**src/rtl/swz_pkg.sv**
```systemverilog
package swz_pkg;
  localparam int LINE_COUNT = 4;
  localparam int LINE_W     = 2;
  localparam int FUNC_W     = 3;

  localparam int SWZ_SLOT_MINUS_ONE = 0;
  localparam int SWZ_SLOT_PLUS      = 1;
  localparam int SWZ_PASS           = 2;

  typedef struct packed {
    logic              writeState;
    logic              incCount;
    logic              decCount;
    logic [LINE_W-1:0] lineSel;
    logic              newLevel;
  } dpStrobe_t;
endpackage

```
**src/rtl/swz_map.sv**
```systemverilog
module swz_map
  import swz_pkg::*;
#(
  parameter int SLOT_W       = 5,
  parameter int SWIZZLE_MODE = SWZ_SLOT_MINUS_ONE
) (
  input  logic [SLOT_W-1:0] slot,
  input  logic [LINE_W-1:0] pin,
  output logic [LINE_W-1:0] line
);
  logic [LINE_W-1:0] slotLow;
  assign slotLow = slot[LINE_W-1:0];

  generate
    if (SWIZZLE_MODE == SWZ_SLOT_MINUS_ONE) begin : gMinusOne
      assign line = pin + slotLow - LINE_W'(1);
    end else if (SWIZZLE_MODE == SWZ_SLOT_PLUS) begin : gPlus
      assign line = pin + slotLow;
    end else begin : gPass
      logic [LINE_W-1:0] unusedSlot;
      assign unusedSlot = slotLow;
      assign line = pin;
    end
  endgenerate
endmodule

```
**src/rtl/swz_ctrl.sv**
```systemverilog
module swz_ctrl
  import swz_pkg::*;
#(
  parameter int DEV_COUNT = 32,
  parameter int DEVFN_W   = 8,
  localparam int SLOT_W   = $clog2(DEV_COUNT),
  localparam int IDX_W    = SLOT_W + LINE_W
) (
  input  logic               clk,
  input  logic               rst,
  input  logic               evtValid,
  input  logic [DEVFN_W-1:0] evtDevfn,
  input  logic [LINE_W-1:0]  evtPin,
  input  logic               evtLevel,
  input  logic               storedLevel,
  input  logic [LINE_W-1:0]  mappedLine,
  output logic               evtReady,
  output logic [SLOT_W-1:0]  slot,
  output logic [IDX_W-1:0]   stateIdx,
  output dpStrobe_t          strb
);
  logic readyQ;
  logic accept;
  logic changed;

  always_ff @(posedge clk) begin
    if (rst) readyQ <= 1'b0;
    else     readyQ <= 1'b1;
  end

  assign evtReady = readyQ;
  assign accept   = evtValid & readyQ;
  assign slot     = evtDevfn[FUNC_W +: SLOT_W];
  assign stateIdx = {slot, evtPin};
  assign changed  = storedLevel ^ evtLevel;

  always_comb begin
    strb.writeState = accept;
    strb.incCount   = accept & changed & evtLevel;
    strb.decCount   = accept & changed & ~evtLevel;
    strb.lineSel    = mappedLine;
    strb.newLevel   = evtLevel;
  end
endmodule

```
**src/rtl/swz_datapath.sv**
```systemverilog
module swz_datapath
  import swz_pkg::*;
#(
  parameter int DEV_COUNT = 32,
  localparam int SLOT_W   = $clog2(DEV_COUNT),
  localparam int IDX_W    = SLOT_W + LINE_W,
  localparam int STATE_N  = DEV_COUNT * LINE_COUNT,
  localparam int CNT_W    = $clog2(DEV_COUNT + 1)
) (
  input  logic                  clk,
  input  logic                  rst,
  input  logic [IDX_W-1:0]      stateIdx,
  input  dpStrobe_t             strb,
  output logic                  storedLevel,
  output logic [LINE_COUNT-1:0] irqLine
);
  logic [STATE_N-1:0] pinState;

  assign storedLevel = pinState[stateIdx];

  always_ff @(posedge clk) begin
    if (rst)                 pinState <= '0;
    else if (strb.writeState) pinState[stateIdx] <= strb.newLevel;
  end

  for (genvar g = 0; g < LINE_COUNT; g++) begin : gLine
    logic             hit;
    logic [CNT_W-1:0] srcCount;
    logic             lineBit;

    assign hit = (strb.lineSel == LINE_W'(g));

    always_ff @(posedge clk) begin
      if (rst) begin
        srcCount <= '0;
        lineBit  <= 1'b0;
      end else if (hit && strb.incCount) begin
        srcCount <= srcCount + CNT_W'(1);
        lineBit  <= 1'b1;
      end else if (hit && strb.decCount) begin
        srcCount <= srcCount - CNT_W'(1);
        lineBit  <= (srcCount != CNT_W'(1));
      end
    end

    assign irqLine[g] = lineBit;
  end
endmodule

```
**src/rtl/swz_top.sv**
```systemverilog
module swz_top
  import swz_pkg::*;
#(
  parameter int DEV_COUNT    = 32,
  parameter int DEVFN_W      = 8,
  parameter int SWIZZLE_MODE = SWZ_SLOT_MINUS_ONE
) (
  input  logic               clk,
  input  logic               rst,
  input  logic               evtValid,
  output logic               evtReady,
  input  logic [DEVFN_W-1:0] evtDevfn,
  input  logic [1:0]         evtPin,
  input  logic               evtLevel,
  output logic [3:0]         irqLine
);
  localparam int SLOT_W = $clog2(DEV_COUNT);
  localparam int IDX_W  = SLOT_W + LINE_W;

  logic [SLOT_W-1:0] slot;
  logic [IDX_W-1:0]  stateIdx;
  logic [LINE_W-1:0] mappedLine;
  logic              storedLevel;
  dpStrobe_t         strb;

  swz_map #(.SLOT_W(SLOT_W), .SWIZZLE_MODE(SWIZZLE_MODE)) uMap (
    .slot(slot), .pin(evtPin), .line(mappedLine)
  );

  swz_ctrl #(.DEV_COUNT(DEV_COUNT), .DEVFN_W(DEVFN_W)) uCtrl (
    .clk(clk), .rst(rst), .evtValid(evtValid), .evtDevfn(evtDevfn),
    .evtPin(evtPin), .evtLevel(evtLevel), .storedLevel(storedLevel),
    .mappedLine(mappedLine), .evtReady(evtReady), .slot(slot),
    .stateIdx(stateIdx), .strb(strb)
  );

  swz_datapath #(.DEV_COUNT(DEV_COUNT)) uDp (
    .clk(clk), .rst(rst), .stateIdx(stateIdx), .strb(strb),
    .storedLevel(storedLevel), .irqLine(irqLine)
  );
endmodule

```
**config.mk**
```make
export PLATFORM = sky130hd
export DESIGN_NAME = swz_top
export DESIGN_NICKNAME = d
export VERILOG_FILES = /design/src/rtl/swz_pkg.sv /design/src/rtl/swz_map.sv /design/src/rtl/swz_ctrl.sv /design/src/rtl/swz_datapath.sv /design/src/rtl/swz_top.sv
export SDC_FILE = /design/constraint.sdc
export NUM_CORES = 1
export LEC_CHECK = 0
export ABC_AREA = 1
export BUFFER_PORTS_ARGS = -buffer_cell sky130_fd_sc_hd__buf_2
export CAP_MARGIN = 30
export CELL_PAD_IN_SITES_DETAIL_PLACEMENT = 1
export CELL_PAD_IN_SITES_GLOBAL_PLACEMENT = 2
export CORE_MARGIN = 5
export CORE_UTILIZATION = 35
export CTS_BUF_LIST = sky130_fd_sc_hd__clkbuf_8
export CTS_CLUSTER_SIZE = 24
export DETAILED_ROUTE_END_ITERATION = 6
export PLACE_DENSITY = 0.88
export REMOVE_ABC_BUFFERS = 1
export SYNTH_ARGS = -nofsm -noshare
export SYNTH_HDL_FRONTEND = slang
export SYNTH_SLANG_ARGS = --single-unit
```
**constraint.sdc**
```tcl
create_clock -name clk -period 2.72 [get_ports clk]
set_clock_uncertainty 0.15 [all_clocks]
set_input_delay 0 -clock clk [delete_from_list [all_inputs] [get_ports clk]]
set_output_delay 0 -clock clk [all_outputs]
set_load 0.01 [all_outputs]
```
* Word level (Yosys, flattened, before mapping)
Index checks and enable logic that the tools add are counted.
** Cells by class
- Mux-type cells :: 22
- Magnitude comparators :: 2
- Bitwise operators :: 6
- Reduce and logical (&&, ||, !) cells :: 14
- Add/sub/neg operators :: 10
- Equality and inequality tests :: 7
** Operators with widths (number)
- $bwmux 128 :: 1
- $mux 6 :: 8
- $add 6x1->6 const B :: 4
- $ne 6x1->1 const B :: 4
- $sub 6x1->6 const B :: 4
- $mux 1 :: 11
- $logic_and 1x1->1 :: 9
- $lt 7x8->1 const B :: 1
- $reduce_bool 2->1 :: 4
- $bmux 1 s7 :: 1
- $demux 1 s7 :: 1
- $ge 7x1->1 const B :: 1
- $and 1x1->1 :: 4
- $eq 2x2->1 const B :: 2
- $add 2x2->2 :: 1
- $eq 2x1->1 const B :: 1
- $logic_not 2->1 :: 1
- $sub 2x1->2 const B :: 1
- $not 1->1 :: 1
- $xor 1x1->1 :: 1
** Word-level totals
- Bits of input ports :: 14
- Output and inout port bits :: 5
- Register bits :: 157
- Logic and storage cells :: 71

* Logic depth before layout (Yosys ltp)
- Depth after elaboration :: 8
- Gate-level depth with buffers :: 21
- Mapped depth without buffers :: 18

* Hierarchy
A second synthesis with hierarchy kept.
** Unflattened totals
- Cell total of the unflattened synthesis :: 1278
- Area total of the unflattened synthesis :: 8794.7 um2
** Modules (own cells, without submodules)
- swz_datapath :: seq. area each 3123.0 um2, times used 1, area an instance 8567.0 um2, cells an instance 1241
- swz_ctrl :: seq. area each 20.0 um2, times used 1, area an instance 168.9 um2, cells an instance 24
- swz_map :: seq. area each 0.0 um2, times used 1, area an instance 58.8 um2, cells an instance 13

* Least setup slack after synthesis
No wires, ideal clock.
- Kind :: register to register
- Start :: register uDp.pinState[64]
- End :: register uDp.gLine[3].srcCount[4]
- Slack :: 0.799 ns
- Arrival :: 1.656 ns
- Data required time :: 2.455 ns
- Buffers on the path :: 1
- Period minus slack after synthesis :: 1.921 ns
- Setup time :: 0.115 ns
- Stages on the path, launching flop included :: 17
- Path through :: dfxtp_1 > or2_2 > nand3_1 > nand2_1 > nor2_1 > nor2_1 > nor2_1 > nand2_1 > nand2_2 > nand3_2 > nor2_4 > nand4_1 > nand2_2 > buf_6 > nand3_1 > nand2_1 > nor2_1
** Between the ends
- Cells in the longest elaborated chain, start to end :: 7
- Elaborated cells on any way between the ends :: 10
- Classes of those cells :: 3 x mux; 4 x bitwise; 3 x reduce/logical
** Ends and longest elaborated chain
- from (decl) :: RTL line swz_datapath.sv:17 : logic [STATE_N-1:0] pinState;
- from (signal, indexed assignment) :: RTL line swz_datapath.sv:23 : else if (strb.writeState) pinState[stateIdx] <= strb.newLevel;
- $bmux 1 s7 * :: RTL line swz_datapath.sv:19 : assign storedLevel = pinState[stateIdx];
- $mux 1 (implied by the code) * :: RTL line swz_datapath.sv:19
- $xor 1x1->1 * :: RTL line swz_ctrl.sv:35 : assign changed = storedLevel ^ evtLevel;
- $and 1x1->1 * :: RTL line swz_ctrl.sv:39, swz_ctrl.sv:40
- $and 1x1->1, on equally long branches :: RTL line swz_ctrl.sv:39, swz_ctrl.sv:40
- $logic_and 1x1->1, on equally long branches :: RTL line swz_datapath.sv:37, swz_datapath.sv:40
- $mux 6 or $reduce_bool 2->1 (tied branches)
- to (signal assigned) :: RTL line swz_datapath.sv:38 : srcCount <= srcCount + CNT_W'(1);
- to (signal assigned) :: RTL line swz_datapath.sv:41 : srcCount <= srcCount - CNT_W'(1);
- to (decl) :: RTL line swz_datapath.sv:28 : logic [CNT_W-1:0] srcCount;
Mark *: on every way between the ends. The rest lies on a longest branch, timed or not. The select of a mux whose other input is x is not followed.
A chain may end at the register's enable or synchronous reset.

* Worst setup path in the final report
- Start :: register uDp.pinState[90]
- End :: register uDp.gLine[2].lineBit
** Between the ends
- Cells in the longest elaborated chain, start to end :: 7
- Elaborated cells on any way between the ends :: 10
- Classes of those cells :: 3 x mux; 4 x bitwise; 3 x reduce/logical
** Ends and longest elaborated chain
- $bmux 1 s7 * :: RTL line swz_datapath.sv:19
- $mux 1 (implied by the code) * :: RTL line swz_datapath.sv:19
- $xor 1x1->1 * :: RTL line swz_ctrl.sv:35
- $and 1x1->1 * :: RTL line swz_ctrl.sv:39, swz_ctrl.sv:40
- $and 1x1->1, on equally long branches :: RTL line swz_ctrl.sv:39, swz_ctrl.sv:40
- $logic_and 1x1->1, on equally long branches :: RTL line swz_datapath.sv:37, swz_datapath.sv:40
- $mux 1 or $reduce_bool 2->1 (tied branches)
- to (signal assigned) :: RTL line swz_datapath.sv:42 : lineBit <= (srcCount != CNT_W'(1));
- to (decl) :: RTL line swz_datapath.sv:29 : logic lineBit;
Marked as above.

==> run metrics <==
# rows 56; Top cell by count, worst path nor2_1; core box area 23,400 sq um; CTS tree yes; CP startpoint uDp.pinState[90]; gr ovfl total 0; Worst path max stage delay 0.34 ns; worst-case reg-to-reg path depth 15; H-tree Lvls 4; most frequent cells in the layout nand2_1, dfxtp_1, a21oi_1; largest net degree at the start of global routing 120; layout cells sized above 1 10.5%; final core utilization 39.2%; Cell Chain, Critical Path or2_2, nand3_1, nand2_1, nor2_1, nor2_1, nor2_1, nand2_1, nand2_2, nand3_2, nor2_4, nand4_1, nand2_1, inv_1, nor2_1, nor2_1; R2R setup slack between 0.3 and 0.4 ns; first-pass GRT wire length 41.1 mm; FF-to-FF Start uDp.pinState[90]; crit path to uDp.gLine[2].lineBit; TritonCTS Buffers 17; slowest CP cell nand2_1; synthesized area per cell 7.00 sq um; ant diodes 0; DRC Markers 0; root buffer cell clkbuf_8; Final period util 87.3%; antenna violations before repair 0; clk_lat worst skew 0.47 ns; power share of the clock group ~41%; Seq. cell area 3140 sq um; post-synthesis cell count 1,183; CTS clk-pin slew, worst paths 0.09 ns; Achievable Freq around 420 MHz; maximum vdd ir drop 0.239 mV; worst endpoint required time a little under 3 ns; Net Sw Frac approximately 28%; Via density between 5 and 6; MaxCap Viol Count 0; Multi-input gate area 4250 sq um; crit-path max FO 12; startpoint types flip-flop; final hold vios 0; final setup TNS 0 ns; worst slew pin tran just under 0.9 ns; main area contributors after synthesis dfxtp_1, nand2_1, a311oi_1, a21oi_1, inv_1; final net count 1,198; Post-Route WL roughly 25 mm; area delta synth->final 10.7%; adder-cell share of the synthesized area a little under 2%; die height between 150 and 200 um; Int Pwr 3.39 mW; Port Buffer Count 15; die area 26,800 sq um; vias in the first global route 7,851; GPL Wtd Cong 0.760; combinational fraction of design power 10.0%; Worst EP arrival 2.57 ns; clk buf depth 2; Critical R2R Capture uDp.gLine[2].lineBit; yosys warns 0; register area share after synthesis 38.0%; P per Cell Area slightly above 500 nW/um^2; Die Wd 164 um; most common cell after layout, fill and taps aside nand2_1; Yosys top cell by area dfxtp_1; Synth Area in Simple Gates about 25%; critical path class reg2reg; #FFs+latches synth 157; largest family of logic cells by synthesized area simple AND/OR/NAND/NOR gates; Hold Path Class in2reg; leakage 3.66 nW; Post-Place Setup Slack 0.115 ns; post-synthesis mux area share 0%; RSZ-0062 raised after global routing false; initial core utilization 35.4%; critical path capture point type flip-flop; Ports 19; WL per Instance roughly 17 um; overall routing resource usage between 10% and 20%; Setup violations, final 0; outcome finished clean; top-area cell type share of the netlist area ~38%; Worst slew margin 42.2%; sequential share of power 49.1%; DRT Pass-1 Iters 4; Max Slew Vio Count 0; xor-xnor portion of the synthesized cell area less than 1%; Final min period 2.37 ns; Compound-Gate Fraction of Synth Area approximately a quarter; Mapped Area 8280 sq um; HPWL after detailed placement approximately 16 mm; unique cell type count in the Yosys netlist 30; post-route setup slack 0.346 ns; post-route ant nets 0; post_cts resized 0; Net Switching about 1.3 mW; DRT iter0 DRCs 451; vias post-DR just under 8,000; fill count 3,041; # clock sinks approximately 160
metrics by stage:
stage	cells	area (sq um)	power, mW	hold slack, ns
global route	1503	9160	4.93	0.109
global placement	1469	8720	2.84	0.265
floorplan	1090	7800	2.62	-0.0720
finish	1503	9160	4.74	0.0666
CTS	1503	9160	4.79	0.0403
detailed placement	1469	8720	2.85	0.269
layout make-up:
class / instances / area share, %
multi-input cells: 817 / 46.3
clock inverters: 14 / 1.95
well taps: 319 / 4.36
clock buffers: 18 / 2.70
repair buffers: 62 / 5.57
flip-flops and latches: 157 / 34.3
inverters: 116 / 4.78
metal layers:
layer | up-vias | track usage [%] | routed length [um]
met4 | 0 | 5.26 | 384
met3 | 25 | 2.58 | 734
met5 | - | 0 | 0
met2 | 97 | 32.0 | 11800
met1 | 3834 | 25.1 | 12100
li1 | 4004 | - | -
worst max-delay path: cells and delay by family (launching register included):
kind / cells / cell delay (ns)
and+or+nand+nor: 14 / 1.65
buffers and inverters: 1 / 0.13
DFF: 1 / 0.32
what timing repair did:
action / CTS / global route
endpoints found under the hold margin: 40 / 0
buffers inserted: 0 / 0
hold buffers: 2 / 0
cell usage after synthesis (all sizes together):
library cell / number
clkinv: 2
nor3: 6
a21oi: 144
inv: 114
o22ai: 4
o21bai: 1
o32ai: 4
or2: 5
buf: 29
dfxtp: 157
a311oi: 119
nor2: 106
nand2: 316
xnor2: 4
nand4: 18
nand3: 47
o21ai: 28
clkbuf: 64
ha: 13
xor2: 2
cells by family after synthesis:
| logic type | count (synthesis) |
|---|---|
| and+or+nand+nor | 498 |
| AOI/OAI and AO/OA | 300 |
| buffers and inverters | 209 |
| DFF | 157 |
| adders and majority gates | 13 |
| xor gates and xnor gates | 6 |
registers in the layout, summed over array words and instances (netlist names):
register and cells:
uDp.pinState 128, uCtrl.evtReady 1, uDp.gLine.srcCount 24, uDp.gLine.lineBit 4
how the worst min path moves through the flow:
stage | from | to | slack [ns] | depth (start not counted)
after detailed placement | uCtrl.evtReady | evtReady | 0.27 | 1
after global placement | uCtrl.evtReady | evtReady | 0.26 | 1
after global routing | evtDevfn[6] | uDp.pinState[40] | 0.11 | 5
after CTS | evtDevfn[6] | uDp.pinState[40] | 0.04 | 5
after floorplan | rst | uDp.pinState[100] | -0.07 | 1
final | evtDevfn[6] | uDp.pinState[40] | 0.07 | 5
power groups by stage:
| stage | logic, mW | registers [mW] | clock network [mW] |
|---|---|---|---|
| 5_1_grt | 0.522 | 2.33 | 2.08 |
| 6_report | 0.473 | 2.33 | 1.94 |
| 2_1_floorplan | 0.239 | 2.38 | 0 |
| 3_3_place_gp | 0.463 | 2.38 | 0 |
| 4_1_cts | 0.474 | 2.33 | 1.99 |
| 3_5_place_dp | 0.470 | 2.38 | 0 |
(Power assumes the default switching activity.)
